### src/rtl/bcs_pkg.sv
package bcs_pkg;

    localparam int WAIT_W = 3;

    typedef enum logic [2:0] {
        ST_IDLE,
        ST_T1,
        ST_T2,
        ST_TW,
        ST_TX,
        ST_T3
    } bus_state_e;

    typedef struct packed {
        logic              wide;
        logic              three;
        logic [WAIT_W-1:0] waits;
    } area_cfg_t;

endpackage

### src/rtl/bcs_cfg_bank.sv
module bcs_cfg_bank
    import bcs_pkg::*;
#(
    parameter int AREAS     = 8,
    parameter int RST_WAITS = 7,
    localparam int AREA_BITS = $clog2(AREAS)
) (
    input  logic                      clk,
    input  logic                      rst_n,
    input  logic                      cfg_we,
    input  logic [AREA_BITS-1:0]      cfg_area,
    input  logic                      cfg_wide,
    input  logic                      cfg_three,
    input  logic [WAIT_W-1:0]         cfg_waits,
    output area_cfg_t [AREAS-1:0]     cfg_tbl,
    output logic                      mode16
);

    localparam area_cfg_t RST_CFG = '{wide: 1'b0, three: 1'b1, waits: WAIT_W'(RST_WAITS)};

    for (genvar g = 0; g < AREAS; g++) begin : g_area
        always_ff @(posedge clk) begin
            if (!rst_n) begin
                cfg_tbl[g] <= RST_CFG;
            end else if (cfg_we && (cfg_area == AREA_BITS'(g))) begin
                cfg_tbl[g] <= '{wide: cfg_wide, three: cfg_three, waits: cfg_waits};
            end
        end
    end

    // Global bus mode: any 16-bit area puts the bus in 16-bit mode.
    always_comb begin
        mode16 = 1'b0;
        for (int i = 0; i < AREAS; i++) begin
            mode16 = mode16 | cfg_tbl[i].wide;
        end
    end

endmodule

### src/rtl/bcs_seq_fsm.sv
module bcs_seq_fsm
    import bcs_pkg::*;
(
    input  logic       clk,
    input  logic       rst_n,
    input  logic       req_valid,
    input  logic       req_wide,
    input  area_cfg_t  sel_cfg,
    input  logic       wait_n,
    output area_cfg_t  cur_cfg,
    output logic       accept,
    output logic       active,
    output logic       strobe_on,
    output logic       last,
    output logic       final_last,
    output logic       split,
    output logic       second
);

    bus_state_e        state_q, state_d;
    logic [WAIT_W-1:0] wcnt_q, wcnt_d;
    area_cfg_t         cfg_q, cfg_d;
    logic              split_q, split_d;
    logic              second_q, second_d;
    bus_state_e        finish_st;

    // Where a completed byte or word cycle goes next.
    always_comb begin
        finish_st = (split_q && !second_q) ? ST_T1 : ST_IDLE;
    end

    always_comb begin
        state_d  = state_q;
        wcnt_d   = wcnt_q;
        cfg_d    = cfg_q;
        split_d  = split_q;
        second_d = second_q;
        unique case (state_q)
            ST_IDLE: begin
                if (req_valid) begin
                    cfg_d    = sel_cfg;
                    split_d  = req_wide && !sel_cfg.wide;
                    second_d = 1'b0;
                    state_d  = ST_T1;
                end
            end
            ST_T1: begin
                state_d = ST_T2;
            end
            ST_T2: begin
                if (!cfg_q.three) begin
                    state_d = finish_st;
                    if (finish_st == ST_T1) second_d = 1'b1;
                end else if (cfg_q.waits != '0) begin
                    wcnt_d  = cfg_q.waits;
                    state_d = ST_TW;
                end else begin
                    state_d = wait_n ? ST_T3 : ST_TX;
                end
            end
            ST_TW: begin
                if (wcnt_q == WAIT_W'(1)) begin
                    state_d = wait_n ? ST_T3 : ST_TX;
                end else begin
                    wcnt_d = wcnt_q - WAIT_W'(1);
                end
            end
            ST_TX: begin
                if (wait_n) state_d = ST_T3;
            end
            ST_T3: begin
                state_d = finish_st;
                if (finish_st == ST_T1) second_d = 1'b1;
            end
            default: begin
                state_d = ST_IDLE;
            end
        endcase
    end

    always_ff @(posedge clk) begin
        if (!rst_n) begin
            state_q  <= ST_IDLE;
            wcnt_q   <= '0;
            cfg_q    <= '0;
            split_q  <= 1'b0;
            second_q <= 1'b0;
        end else begin
            state_q  <= state_d;
            wcnt_q   <= wcnt_d;
            cfg_q    <= cfg_d;
            split_q  <= split_d;
            second_q <= second_d;
        end
    end

    always_comb begin
        accept     = (state_q == ST_IDLE) && req_valid;
        active     = (state_q != ST_IDLE);
        strobe_on  = active && (state_q != ST_T1);
        last       = ((state_q == ST_T2) && !cfg_q.three) || (state_q == ST_T3);
        final_last = last && !(split_q && !second_q);
        cur_cfg    = cfg_q;
        split      = split_q;
        second     = second_q;
    end

endmodule

### src/rtl/bcs_datapath.sv
module bcs_datapath #(
    parameter int AREAS  = 8,
    parameter int ADDR_W = 24,
    parameter int DATA_W = 16,
    localparam int AREA_BITS = $clog2(AREAS),
    localparam int LANE_W    = DATA_W / 2
) (
    input  logic              clk,
    input  logic              rst_n,
    input  logic              accept,
    input  logic              req_write,
    input  logic              req_wide,
    input  logic [ADDR_W-1:0] req_addr,
    input  logic [DATA_W-1:0] req_wdata,
    input  logic              area_wide,
    input  logic              active,
    input  logic              strobe_on,
    input  logic              last,
    input  logic              final_last,
    input  logic              split,
    input  logic              second,
    input  logic [DATA_W-1:0] bus_din,
    output logic [ADDR_W-1:0] bus_addr,
    output logic [DATA_W-1:0] bus_dout,
    output logic [1:0]        bus_dout_en,
    output logic [AREAS-1:0]  cs_n,
    output logic              rd_n,
    output logic              wr_n,
    output logic              done,
    output logic [DATA_W-1:0] rdata
);

    logic [ADDR_W-1:0]    addr_q;
    logic [DATA_W-1:0]    wdata_q;
    logic                 write_q;
    logic                 wide_q;
    logic [LANE_W-1:0]    rbuf_q;
    logic                 done_q;
    logic [DATA_W-1:0]    rdata_q;
    logic [AREA_BITS-1:0] area_idx;
    logic [LANE_W-1:0]    rd_lane;
    logic                 use_low;

    always_comb begin
        area_idx = addr_q[ADDR_W-1 -: AREA_BITS];
        use_low  = area_wide && !wide_q && addr_q[0];
        rd_lane  = use_low ? bus_din[LANE_W-1:0] : bus_din[DATA_W-1:LANE_W];
    end

    always_ff @(posedge clk) begin
        if (!rst_n) begin
            addr_q  <= '0;
            wdata_q <= '0;
            write_q <= 1'b0;
            wide_q  <= 1'b0;
            rbuf_q  <= '0;
            done_q  <= 1'b0;
            rdata_q <= '0;
        end else begin
            done_q <= 1'b0;
            if (accept) begin
                addr_q  <= req_addr;
                wdata_q <= req_wdata;
                write_q <= req_write;
                wide_q  <= req_wide;
            end
            if (last && !write_q && split && !second) begin
                rbuf_q <= rd_lane;
            end
            if (final_last) begin
                done_q <= 1'b1;
                if (!write_q) begin
                    if (split)       rdata_q <= {rbuf_q, rd_lane};
                    else if (wide_q) rdata_q <= bus_din;
                    else             rdata_q <= {{LANE_W{1'b0}}, rd_lane};
                end
            end
        end
    end

    // Bus outputs
    always_comb begin
        bus_addr    = '0;
        bus_dout    = '0;
        bus_dout_en = 2'b00;
        rd_n        = 1'b1;
        wr_n        = 1'b1;
        for (int i = 0; i < AREAS; i++) begin
            cs_n[i] = !(active && (area_idx == AREA_BITS'(i)));
        end
        if (active) begin
            if (split) begin
                bus_addr = {addr_q[ADDR_W-1:1], second};
            end else if (wide_q && area_wide) begin
                bus_addr = {addr_q[ADDR_W-1:1], 1'b0};
            end else begin
                bus_addr = addr_q;
            end
            rd_n = !(strobe_on && !write_q);
            wr_n = !(strobe_on && write_q);
            if (write_q) begin
                if (split) begin
                    bus_dout[DATA_W-1:LANE_W] = second ? wdata_q[LANE_W-1:0]
                                                       : wdata_q[DATA_W-1:LANE_W];
                    bus_dout_en = 2'b10;
                end else if (wide_q && area_wide) begin
                    bus_dout    = wdata_q;
                    bus_dout_en = 2'b11;
                end else if (use_low) begin
                    bus_dout[LANE_W-1:0] = wdata_q[LANE_W-1:0];
                    bus_dout_en = 2'b01;
                end else begin
                    bus_dout[DATA_W-1:LANE_W] = wdata_q[LANE_W-1:0];
                    bus_dout_en = 2'b10;
                end
            end
        end
        done  = done_q;
        rdata = rdata_q;
    end

endmodule

### src/rtl/bus_cycle_seq.sv
module bus_cycle_seq
    import bcs_pkg::*;
#(
    parameter int AREAS     = 8,
    parameter int ADDR_W    = 24,
    parameter int DATA_W    = 16,
    parameter int RST_WAITS = 7,
    localparam int AREA_BITS = $clog2(AREAS)
) (
    input  logic                 clk,
    input  logic                 rst_n,
    input  logic                 cfg_we,
    input  logic [AREA_BITS-1:0] cfg_area,
    input  logic                 cfg_wide,
    input  logic                 cfg_three,
    input  logic [WAIT_W-1:0]    cfg_waits,
    input  logic                 req_valid,
    input  logic                 req_write,
    input  logic                 req_wide,
    input  logic [ADDR_W-1:0]    req_addr,
    input  logic [DATA_W-1:0]    req_wdata,
    output logic                 done,
    output logic [DATA_W-1:0]    rdata,
    output logic [ADDR_W-1:0]    bus_addr,
    output logic [DATA_W-1:0]    bus_dout,
    output logic [1:0]           bus_dout_en,
    input  logic [DATA_W-1:0]    bus_din,
    output logic [AREAS-1:0]     cs_n,
    output logic                 rd_n,
    output logic                 wr_n,
    input  logic                 wait_n,
    output logic                 bus16_mode
);

    area_cfg_t [AREAS-1:0] cfg_tbl;
    area_cfg_t             sel_cfg;
    area_cfg_t             cur_cfg;
    logic accept, active, strobe_on, last, final_last, split, second;

    always_comb begin
        sel_cfg = cfg_tbl[req_addr[ADDR_W-1 -: AREA_BITS]];
    end

    bcs_cfg_bank #(
        .AREAS     (AREAS),
        .RST_WAITS (RST_WAITS)
    ) u_cfg (
        .clk       (clk),
        .rst_n     (rst_n),
        .cfg_we    (cfg_we),
        .cfg_area  (cfg_area),
        .cfg_wide  (cfg_wide),
        .cfg_three (cfg_three),
        .cfg_waits (cfg_waits),
        .cfg_tbl   (cfg_tbl),
        .mode16    (bus16_mode)
    );

    bcs_seq_fsm u_fsm (
        .clk        (clk),
        .rst_n      (rst_n),
        .req_valid  (req_valid),
        .req_wide   (req_wide),
        .sel_cfg    (sel_cfg),
        .wait_n     (wait_n),
        .cur_cfg    (cur_cfg),
        .accept     (accept),
        .active     (active),
        .strobe_on  (strobe_on),
        .last       (last),
        .final_last (final_last),
        .split      (split),
        .second     (second)
    );

    bcs_datapath #(
        .AREAS  (AREAS),
        .ADDR_W (ADDR_W),
        .DATA_W (DATA_W)
    ) u_dp (
        .clk         (clk),
        .rst_n       (rst_n),
        .accept      (accept),
        .req_write   (req_write),
        .req_wide    (req_wide),
        .req_addr    (req_addr),
        .req_wdata   (req_wdata),
        .area_wide   (cur_cfg.wide),
        .active      (active),
        .strobe_on   (strobe_on),
        .last        (last),
        .final_last  (final_last),
        .split       (split),
        .second      (second),
        .bus_din     (bus_din),
        .bus_addr    (bus_addr),
        .bus_dout    (bus_dout),
        .bus_dout_en (bus_dout_en),
        .cs_n        (cs_n),
        .rd_n        (rd_n),
        .wr_n        (wr_n),
        .done        (done),
        .rdata       (rdata)
    );

endmodule

### config.mk
export PLATFORM = sky130hd
export DESIGN_NAME = bus_cycle_seq
export DESIGN_NICKNAME = d
export VERILOG_FILES = /design/src/rtl/bcs_pkg.sv /design/src/rtl/bcs_cfg_bank.sv /design/src/rtl/bcs_seq_fsm.sv /design/src/rtl/bcs_datapath.sv /design/src/rtl/bus_cycle_seq.sv
export SDC_FILE = /design/constraint.sdc
export NUM_CORES = 1
export LEC_CHECK = 0
export CORE_ASPECT_RATIO = 1.1
export CORE_MARGIN = 1.5
export CORE_UTILIZATION = 51
export CTS_BUF_LIST = sky130_fd_sc_hd__clkbuf_8
export DETAILED_ROUTE_END_ITERATION = 12
export HOLD_SLACK_MARGIN = 0.08
export PLACE_DENSITY = 0.8
export SYNTH_ARGS = -nofsm -noshare
export SYNTH_HDL_FRONTEND = slang
export SYNTH_SLANG_ARGS = --single-unit
### constraint.sdc
create_clock -name clk -period 2.3 [get_ports clk]
set_input_delay 0.575 -clock clk [delete_from_list [all_inputs] [get_ports clk]]
set_output_delay 0.575 -clock clk [all_outputs]
set_load 0.05 [all_outputs]
Yosys cells after proc, flatten, opt, wreduce, memory -nomap -nowiden:

Index checks and enable logic that the tools add are counted.

* flip-flop bits (word level): 120
* input bits: 71
* output and inout bits: 70
* logic and storage cells: 176

* add/sub/neg operators: 1
* magnitude comparators: 1
* eq/ne operators: 29
* muxes and demuxes: 40
* bitwise gates (word level): 8
* reductions and logical operators: 59

Operator list (count)
* 2-to-1 mux 16 bit: 5
* 2-to-1 mux 8 bit: 6
* == test 3 bit (second input constant): 10
* logical AND 1 bit: 30
* 2-to-1 mux 24 bit: 1
* 2-to-1 mux 3 bit: 8
* == test 3 x 2 -> 1 bit (second input constant): 6
* case mux 3 bit (6 select lines): 1
* logical NOT 1 bit: 16
* binary-select mux 5 bit (select 3 bit): 1
* == test 3 x 1 -> 1 bit (second input constant): 5
* 2-to-1 mux 1 bit: 10
* 2-to-1 mux 2 bit: 5
* logical NOT 3 bit: 3
* nonzero test 3 bit: 3
* inequality test 2 bit (second input constant): 4
* bitwise OR 1 bit: 7
* inequality test 2 x 1 -> 1 bit (second input constant): 3
* case mux 3 bit (2 select lines): 1
* AND reduction 3 bit: 2
* 2-to-1 mux 5 bit: 1
* less-than comparator 3 x 4 -> 1 bit (second input constant): 1
* AND reduction 2 bit: 2
* AND reduction 4 bit: 1
* other kinds (6): 6

Logic depth before layout (Yosys ltp):

Gate-level depths: netlist of the first run.

* depth after elaboration: 8
* gate-level depth with buffers: 6

Hierarchy:

From an unflattened synthesis of the first run, not the netlist that was laid out.

* cell total of the unflattened synthesis: 628
* area, all modules: 6115.9 um^2

Modules (own cells, without submodules)
* bcs_datapath: instances 1, cells an instance 361, area each 3294.4 um^2, sequential area each 1341.3 um^2
* bcs_cfg_bank: instances 1, cells an instance 153, area each 1657.8 um^2, sequential area each 800.8 um^2
* bcs_seq_fsm: instances 1, cells an instance 97, area each 829.5 um^2, sequential area each 260.2 um^2
* bus_cycle_seq: instances 1, cells an instance 17, area each 334.1 um^2, sequential area each 0.0 um^2

Worst setup path after synthesis of the first run:

OpenSTA, ideal clock, no wires.

* path type: register to output
* start: register u_fsm.state_q[1]
* end: output bus_dout[0]
* arrival time: 2.288 ns
* slack: -0.563 ns
* cell stages (with the launch flop): 7
* buffers on the path: 2
* path through: dfxtp_1 > buf_4 > or3_1 > clkbuf_1 > nand2_1 > nor2_1 > and2_1

* longest elaborated chain between the ends: 2

Ends and longest elaborated chain
* start, declared: line bcs_seq_fsm.sv:20 `bus_state_e state_q, state_d;`
* start signal, assigned: line bcs_seq_fsm.sv:89 `state_q <= state_d;`
* nonzero test 3 bit: line bcs_seq_fsm.sv:99 `active = (state_q != ST_IDLE);`
* 2-to-1 mux 16 bit: line bcs_datapath.sv:91 `if (active) begin`
* end, declared: line bus_cycle_seq.sv:25 `output logic [DATA_W-1:0] bus_dout,`

No other way between the ends.

Worst setup path after layout of the first run:

* start: register u_fsm.state_q[2]
* end: output bus_dout[2]

Same word-level chain as after synthesis.

==> metrics.yaml, run 1 <==
max_freq_mhz: 434
setup_violations: 5
p_seq_share_pct: 34.5
synth.area.top_cells: "dfxtp_1, mux2i_1, nand2_1, a21boi_0, mux4_2"
path_max_fanout: 6
synth_commonest_cells: "nand2_1, dfxtp_1, mux2i_1"
switching_share_pct: 33.4
async_reset_ff_share_pct: 0
met1_usage_pct: 32.1
dieArea_um2: 11800
status: "finished, violations left"
post-route-min-period_ns: 2.30
hold_path.class: "reg2reg"
place.gp.congestion: 0.812
maxSlewViolCount: 0
r2r-end: "u_dp.rdata[4]"
core_area_um2: 10900
syn_inst: 631
required_ns: 1.73
antenna_found_initial: 0
syn_avg_cell_area_um2: 9.01
drt_iter0_drc: 268
cp_slowest_cell: "or3_4"
synth_most_common_cell: "nand2_1"
ff2ff_setup_slack_ns: 0.36
place_hpwl_um: 10500
cts_tree: "yes"
p_comb_share_pct: 34.0
startpoint: "u_fsm.state_q[2]"
nets: 848
overflow: 0
synth-main-ff-cell: "dfxtp_1"
clk_pin_slew_ns: 0.07
start_kind: "flop"
synth.distinct_cells: 50
synth_seq_cells: 120
post-synth-top-area-cell: "dfxtp_1"
violations: "negative setup slack"
ioPinCount: 141
cp.arrival_ns: 1.73
peakVddDrop_mv: 0.454
switching_power_uw: 2380
syn-num-nets: 704
cts_root_buf: "clkbuf_8"
rsz0062_at_grt: "yes"
setup_tns_ns: -0.0103
path_class: "reg2out"
start_util_pct: 52.1
slew_headroom_pct: 31.6
path_depth: 5
rr_startpoint: "u_fsm.state_q[2]"
cts_buffers: 17
end_kind: "output port"
p_total_uw: 7130
viasPerCell: 5.53
grt_use_met3_pct: 5.43
die_w_um: 104
drt_pass1_iterations: 5
crit_end: "bus_dout[2]"
rows: 40
drcViolationCount: 0
leakage_uw: 0.00354
clk_path_buf_depth: 2
clock_sinks: 120
critPathTopFamily: "simple AND/OR/NAND/NOR gates"
cts_max_level: 4
fin_ws_ns: -0.00475
yosysWarnings: 0
grt_max_degree: 102
p_clk_share_pct: 31.5
worst_pin_slew_ns: 1.02
grt_pass1_wl_um: 25000
routed-via-count: 5167
finalCritPeriodShare_pct: 100
ant_nets: 0
synth_seq_area_share_pct: 42.3
synth_edf_count: 0
p_int_uw: 4750
n_antenna_cell: 0
slowest_delay_ns: 0.47
wire_per_inst_um: 17.0
use_met2_pct: 46.0
r2r_cells: 6
grt.busiest_layer: "met2"
clk_latency_ns: 0.43
port-buffer-count: 140
crit_chain: "or3_4 > nand2_8 > nor2_4 > and2_4 > buf_12"
powerDensity_nw_per_um2: 825
dp_slack_ns: 0.0764
die_h_um: 114
grt_usage_pct: 26.6
drive_above_1_share_pct: 26.9
synth_area_um2: 5680
wirelength_um: 15900
hold_viol_final: 0
areaGrowthSynthToFinish_pct: 52.1
drv_cap: 0
grt_pass1_vias: 5064
cp_num_buf_inv: 1
synth_top_area_share_pct: 42.3
skew_ns: 0.00797
-- per-layer routing --
layer  vias to the layer above  part of all wire [%]
li1                       2469                     -
met1                      2465                    42
met2                       193                    51
met3                        40                   4.8
met4                         0                   2.7
met5                         -                     0
-- state kept, by name, indices dropped and copies added (netlist names), 3 cells and up --
name,count
u_fsm.cur_cfg,5
u_dp.rdata,16
u_dp.addr_q,24
u_cfg.cfg_tbl,40
u_dp.rbuf_q,8
u_dp.wdata_q,16
u_fsm.state_q,3
u_fsm.wcnt_q,3
-- cell type report --
class	instances	area, µm²
Timing Repair Buffer	173	2240
Fill cell	651	2260
Inverter	4	15.0
Sequential cell	120	2410
Clock buffer	21	289
Multi-Input combinational cell	459	3310
Clock inverter	11	193
Tap cell	147	184
-- per-stage QoR --
step | instance area, µm² | std cells | hold slack [ns] | util [%]
detailed placement | 7840 | 895 | 0.455 | 71.8
CTS | 8470 | 932 | 0.466 | 77.6
floorplan | 5750 | 631 | 0.435 | -
global route | 8650 | 935 | 0.491 | 79.2
global placement | 7840 | 895 | 0.445 | 71.8
finish | 8650 | 935 | 0.468 | 79.2
-- cell usage in the layout, fill, tap and decap left out, drive strengths merged, types with 4 or more instances in the layout --
master / synthesis / final
nor3: 4 / 4
a22oi: 16 / 16
bufinv: 0 / 5
nand3b: 5 / 5
mux4: 10 / 10
nand3: 6 / 6
and2: 33 / 33
clkinv: 0 / 4
buf: 15 / 85
inv: 4 / 4
o22ai: 5 / 5
a21oi: 14 / 14
nand2: 152 / 152
mux2i: 57 / 57
nor2: 21 / 22
dfxtp: 120 / 120
o21ai: 18 / 18
o211a: 17 / 17
nor2b: 20 / 20
clkdlybuf4s50: 0 / 86
a21boi: 45 / 45
clkbuf: 34 / 22
-- timing repair --
| action | in CTS | in global routing |
|---|---|---|
| setup buffers | 4 | 2 |
| resized for setup | 40 | 45 |
| hold buffers | 0 | 0 |
| pin swaps | 7 | 32 |
| setup endpoints to repair | 44 | 42 |
| gates cloned | 1 | 1 |
-- how the worst min path moves through the flow --
stage,from,end,depth (start not counted)
6_report,u_dp.wdata_q[13],u_dp.wdata_q[13],2
2_1_floorplan,u_dp.wdata_q[13],u_dp.wdata_q[13],2
5_1_grt,u_dp.wdata_q[13],u_dp.wdata_q[13],2
3_5_place_dp,u_dp.wdata_q[13],u_dp.wdata_q[13],2
4_1_cts,u_dp.wdata_q[13],u_dp.wdata_q[13],2
3_3_place_gp,u_dp.wdata_q[13],u_dp.wdata_q[13],2
-- worst register-to-register path: cells and delay by family, from the launching register on --
kind | cells | cell delay, ns
flip-flops | 1 | 0.32
AO/OA/AOI/OAI | 3 | 0.55
AND/OR/NAND/NOR | 1 | 0.60
buffers and inverters | 2 | 0.41
-- power groups by stage --
stage,combinational [µW],clock (µW),sequential (µW)
floorplan,1160,0,2610
global placement,2100,0,2460
detailed placement,2140,0,2480
CTS,2240,2280,2440
global route,2570,2370,2480
finish,2430,2250,2460
-- cells by family (layout without fill, tap and decap cells) --
kind of cell,count (synthesis),in the layout,synth area share (%)
and+or+nand+nor,263,264,22.2
AOI/OAI and AO/OA,126,126,16.8
DFF,120,120,42.3
muxes,67,67,14.0
buffers and inverters,53,209,4.27
adders and majority gates,2,2,0.440
(Power assumes the default switching activity.)
==> run 2, diff against run 1 <==
--- a/config.mk
+++ b/config.mk
@@ -6,7 +6,6 @@
 export NUM_CORES = 1
 export LEC_CHECK = 0
 export CORE_ASPECT_RATIO = 1.1
-export CORE_MARGIN = 1.5
 export CORE_UTILIZATION = 51
 export CTS_BUF_LIST = sky130_fd_sc_hd__clkbuf_8
 export DETAILED_ROUTE_END_ITERATION = 12
==> run 2 against run 1 <==
Compared with the run above:
- the run still ends with negative setup slack left
- cell count is 0.32% higher
- worst setup slack worse by 0.056 ns
- sequential power hardly changed
- sequential cell count stayed put
- die area is 1.8% lower
- total power is 1.9% lower
- clock power is 11% lower
- clock skew is 0.0032 ns higher
- combinational power is 4% higher
==> metrics.yaml, run 2 (same netlist as run 1, synthesis figures left out) <==
finalCritPeriodShare_pct: 103  # +2.4 points
path_class: "reg2out"
largest_reg_flops: 40  # unchanged
final_common_cell: "nand2_1"
skew_ns: 0.0111  # +0.00316 ns
place.gp.congestion: 0.791  # -2.6%
n_antenna_cell: 0  # unchanged
peakVddDrop_mv: 0.474  # +4.4%
clk_latency_ns: 0.44  # about the same
grt_usage_pct: 27.4  # +0.78 points
fin_ws_ns: -0.0607  # -0.0559 ns
final_cell_mix: "nand2_1, dfxtp_1, clkdlybuf4s50_1"
cts_tree: "yes"
required_ns: 1.73  # about the same
clk_pin_slew_ns: 0.07  # about the same
slowest_delay_ns: 0.34  # -0.13 ns
antenna_found_initial: 0  # unchanged
wire_per_inst_um: 18.4  # +8.3%
hold_viol_final: 0  # unchanged
clock_sinks: 120  # unchanged
overflow: 0  # unchanged
drcViolationCount: 0  # unchanged
port-buffer-count: 140  # unchanged
ioPinCount: 141  # unchanged
path_max_fanout: 8  # +2
start_util_pct: 52.3  # +0.24 points
post-route-min-period_ns: 2.36  # +0.0559 ns
drive_above_1_share_pct: 27.1  # +0.15 points
cts_root_buf: "clkbuf_8"
p_seq_share_pct: 35.3  # +0.8 points
die_w_um: 103  # -0.96%
rsz0062_at_grt: "yes"
max_freq_mhz: 424  # -2.4%
powerDensity_nw_per_um2: 810  # -1.8%
drt_iter0_drc: 273  # +1.9%
p_int_uw: 4560  # -3.9%
worst_pin_slew_ns: 0.969  # -0.0505 ns
slew_headroom_pct: 35.0  # +3.4 points
cts-hold-fix-buffers: 0  # unchanged
p_comb_share_pct: 36.1  # +2.1 points
drv_cap: 0  # unchanged
areaGrowthSynthToFinish_pct: 52.0
place_hpwl_um: 10700  # +2.5%
violations: "negative setup slack"
p_total_uw: 6990  # -1.9%
switching_share_pct: 34.7  # +1.4 points
hold_path.class: "reg2reg"
placed_area_um2: 7850  # +0.13%
p_clk_share_pct: 28.5  # -3.0 points
cp_slowest_cell: "dfxtp_4"
start_kind: "flop"
status: "finished, violations left"
grt_max_degree: 47  # -54%
cts_buffers: 17  # unchanged
dieArea_um2: 11600  # -1.8%
maxSlewViolCount: 0  # unchanged
reg_top3: "u_cfg.cfg_tbl: 40 flops, u_dp.addr_q: 24 flops"
wirelength_um: 17200  # +8.7%
setup_violations: 34  # +29
end_kind: "output port"
leakage_uw: 0.00357  # +0.90%
grt_pass1_vias: 5166  # +2.0%
fin_cells: 938  # +0.32%
viasPerCell: 5.70  # +3.1%
routed-via-count: 5346  # +3.5%
final_area_um2: 8640  # -0.12%
clk_path_buf_depth: 2  # unchanged
whs_ns: 0.467  # -0.000465 ns
ant_nets: 0  # unchanged
grt_pass1_wl_um: 24700  # -1.4%
place_inst: 896  # +0.11%
die_h_um: 113  # -0.88%
dp_slack_ns: 0.0754  # -0.00101 ns
regMostFlops: "u_cfg.cfg_tbl"
core_area_um2: 10900  # -0.46%
cp.arrival_ns: 1.79  # +0.06 ns
cts_max_level: 4  # unchanged
drt_pass1_iterations: 5  # unchanged
crit_chain: "or2_4 > a21oi_2 > buf_6 > a22oi_2 > nor2_2 > buf_12"
nets: 851  # +0.35%
rows: 40  # unchanged
switching_power_uw: 2430  # +2.0%
## run 2: stage by stage
step | setup TNS (ns) | utilization [%]
CTS | -0.0434 | 77.4
detailed placement | 0 | 72.3
global route | -2.28 | 79.5
global placement | 0 | 72.3
floorplan | -2.52 | -
finish | -0.768 | 79.5
## run 2: layer usage
metal | GRT usage (%) | vias up | share of wire, %
met3 | 6.61 | 41 | 7.2
li1 | - | 2481 | -
met1 | 32.7 | 2588 | 38
met4 | 10.3 | 0 | 2.4
met5 | 0 | - | 0
met2 | 46.9 | 236 | 52
## run 2: path summary, 6_finish.rpt
path,from,to,slack (ns),cells past startpoint
setup / recovery,u_dp.addr_q[0],bus_dout[15],-0.06,6
hold / removal,u_dp.addr_q[19],u_dp.addr_q[19],0.47,2
hold reg to reg,u_dp.addr_q[19],u_dp.addr_q[19],0.47,2
setup reg to reg,u_fsm.state_q[2],u_dp.rbuf_q[2],0.31,6
## run 2: power groups by stage
stage / Combinational, µW / Sequential (µW) / Clock, µW
finish: 2530 / 2470 / 2000
detailed placement: 2150 / 2480 / 0
floorplan: 1160 / 2610 / 0
CTS: 2240 / 2450 / 2010
global route: 2660 / 2490 / 2120
global placement: 2100 / 2470 / 0
## run 2: what timing repair did
action	in CTS	in global routing
resized for setup	42	41
pin swaps	5	42
buffers inserted	1	4
gates cloned	1	4
endpoints found under the setup margin	41	44
## run 2: worst max-delay path, delay by kind of cell, from the launching register on
family / cells / cell delay, ns
flip-flops: 1 / 0.34
AO/OA/AOI/OAI: 2 / 0.23
buffers and inverters: 2 / 0.34
AND/OR/NAND/NOR: 2 / 0.44
## run 2: area by class of cell
cell class | count | area (µm²)
multi-input cells | 460 | 3320
flip-flops and latches | 120 | 2420
repair buffers | 175 | 2280
fillers | 650 | 2220
clock buffers | 21 | 289
well taps | 147 | 184
clock inverters | 11 | 129
inverters | 4 | 15.0
==> run 3, diff against run 2 <==
--- a/config.mk
+++ b/config.mk
@@ -5,7 +5,6 @@
 export SDC_FILE = /design/constraint.sdc
 export NUM_CORES = 1
 export LEC_CHECK = 0
-export CORE_ASPECT_RATIO = 1.1
 export CORE_UTILIZATION = 51
 export CTS_BUF_LIST = sky130_fd_sc_hd__clkbuf_8
 export DETAILED_ROUTE_END_ITERATION = 12
==> run 3 against run 2 <==
Compared with the run above:
- the run now ends clean
- worst setup slack improved by 0.070 ns
- sequential cell count unchanged
- clock power about the same
- sequential share of layout area increased by 0.71 points
- critical path type unchanged
- worst hold slack got worse by 0.0090 ns
- critical path depth fell by 1
- non-clock buffer count down 5
- cell area fell by 2.7%
- clock skew shrank 0.0016 ns
- die area barely moved
==> metrics.yaml, run 3 (same netlist as run 1, synthesis figures left out) <==
status: "finished, final reports clean"
maxSlewViolCount: 0  # unchanged
max_freq_mhz: 437  # +3.0%
cts_buffers: 17  # unchanged
clk_pin_slew_ns: 0.07  # about the same
die_h_um: 108  # -4.6%
core_area_um2: 10800  # -0.18%
dp_slack_ns: 0.0518  # -0.0236 ns
port-buffer-count: 140  # unchanged
cp.arrival_ns: 1.72  # -0.07 ns
grt_pass1_vias: 4900  # -5.1%
areaGrowthSynthToFinish_pct: 47.8
final_common_cell: "nand2_1"
setup_violations: 0  # -100%
slew_headroom_pct: 35.9  # +0.94 points
grt_usage_pct: 26.2  # -1.2 points
viasPerCell: 5.54  # -2.7%
powerDensity_nw_per_um2: 790  # -2.5%
worst_pin_slew_ns: 0.954  # -0.0140 ns
p_comb_share_pct: 33.3  # -2.8 points
grt_max_degree: 48  # +2.1%
ant_nets: 0  # unchanged
switching_share_pct: 34.6  # -0.14 points
p_seq_share_pct: 37.0  # +1.7 points
skew_ns: 0.00957  # -0.00156 ns
p_clk_share_pct: 29.7  # +1.2 points
switching_power_uw: 2300  # -5.5%
dieArea_um2: 11600  # about the same
slowest_delay_ns: 0.41  # +0.07 ns
place.gp.congestion: 0.848  # +7.2%
cp_slowest_cell: "or3_4"
cts_root_buf: "clkbuf_8"
drcViolationCount: 0  # unchanged
hold_viol_final: 0  # unchanged
clk_latency_ns: 0.43  # about the same
place_inst: 890  # -0.67%
drt_iter0_drc: 314  # +15%
cts_tree: "yes"
leakage_uw: 0.00344  # -3.8%
hold_path.class: "reg2reg"
setup_tns_ns: 0  # +0.768 ns
crit_chain: "or3_4 > nand2_4 > nor2_4 > and2_2 > buf_12"
rows: 38  # -5.0%
drive_above_1_share_pct: 23.5  # -3.6 points
final_cell_mix: "nand2_1, dfxtp_1, clkdlybuf4s50_1"
overflow: 0  # unchanged
finalCritPeriodShare_pct: 99.6  # -3.0 points
cp_num_buf_inv: 1  # -1
critPathTopFamily: "simple AND/OR/NAND/NOR gates"
path_class: "reg2out"
cts_max_level: 4  # unchanged
rsz0062_at_grt: "yes"
start_util_pct: 52.4  # +0.097 points
clk_path_buf_depth: 2  # unchanged
wire_per_inst_um: 16.1  # -12%
end_kind: "output port"
ioPinCount: 141  # unchanged
drv_cap: 0  # unchanged
die_w_um: 108  # +4.8%
routed-via-count: 5118  # -4.3%
start_kind: "flop"
nets: 844  # -0.82%
regMostFlops: "u_cfg.cfg_tbl"
p_int_uw: 4340  # -5.0%
peakVddDrop_mv: 0.469  # -1.0%
wirelength_um: 14900  # -14%
drt_pass1_iterations: 5  # unchanged
place_hpwl_um: 10600  # -1.1%
p_total_uw: 6630  # -5.2%
reg_top3: "u_cfg.cfg_tbl: 40 flops, u_dp.addr_q: 24 flops"
path_max_fanout: 9  # +1
fin_cells: 923  # -1.6%
antenna_found_initial: 0  # unchanged
largest_reg_flops: 40  # unchanged
post-route-min-period_ns: 2.29  # -0.0698 ns
fin_ws_ns: 0.00912  # +0.0698 ns
grt_pass1_wl_um: 23600  # -4.2%
fin_util_pct: 77.5  # -2.0 points
cts-hold-fix-buffers: 0  # unchanged
n_antenna_cell: 0  # unchanged
required_ns: 1.73  # about the same
clock_sinks: 120  # unchanged
run 3: cell types whose count changed in the layout (fill, tap and decap cells not counted), sizes merged:
cell	change
a21o	-1
buf	-2
clkbuf	-5
clkinvlp	+4
inv	-3
nor2	-1
run 3: area by class of cell:
cell class / instances / area, µm²
multi-input cells: 458 / 3220
fillers: 734 / 2440
flip-flops and latches: 120 / 2410
repair buffers: 170 / 2170
clock buffers: 19 / 262
well taps: 140 / 175
clock inverters: 12 / 151
inverters: 4 / 15.0
run 3: path summary, 6_finish.rpt:
path | startpoint | endpoint | slack (ns) | depth (start not counted)
worst max-delay path | u_fsm.state_q[0] | bus_dout[1] | 0.009 | 5
worst min-delay path | u_dp.addr_q[1] | u_dp.addr_q[1] | 0.46 | 2
worst min register to register | u_dp.addr_q[1] | u_dp.addr_q[1] | 0.46 | 2
worst max register to register | u_fsm.state_q[1] | u_dp.rdata[8] | 0.36 | 6
run 3: metal layers:
metal	routed length, µm	GRT usage, %	vias to the layer above
li1	-	-	2459
met1	6320	32.4	2433
met2	7380	44.4	201
met3	906	6.17	25
met4	289	9.10	0
met5	0	0	-
run 3: per-stage QoR:
stage,area (µm²),hold slack [ns]
CTS,8340,0.461
detailed placement,7850,0.452
finish,8400,0.458
floorplan,5750,0.435
global placement,7850,0.446
global route,8400,0.481
run 3: power groups by stage:
stage | sequential, µW | combinational [µW] | clock, µW
finish | 2450 | 2210 | 1970
global route | 2480 | 2370 | 2080
CTS | 2440 | 2200 | 1980
detailed placement | 2480 | 2140 | 0
global placement | 2460 | 2100 | 0
floorplan | 2610 | 1160 | 0
run 3: tightest hold or removal path, stage by stage (launching register included):
cell and delay [ns]:
dfxtp_1 0.31, nand2_1 0.04, a21boi_0 0.06
run 3: timing repair:
action | CTS | global route
buffers inserted | 2 | 0
pin swaps | 2 | 2
gates resized for setup | 22 | 22
endpoints found under the setup margin | 47 | 47
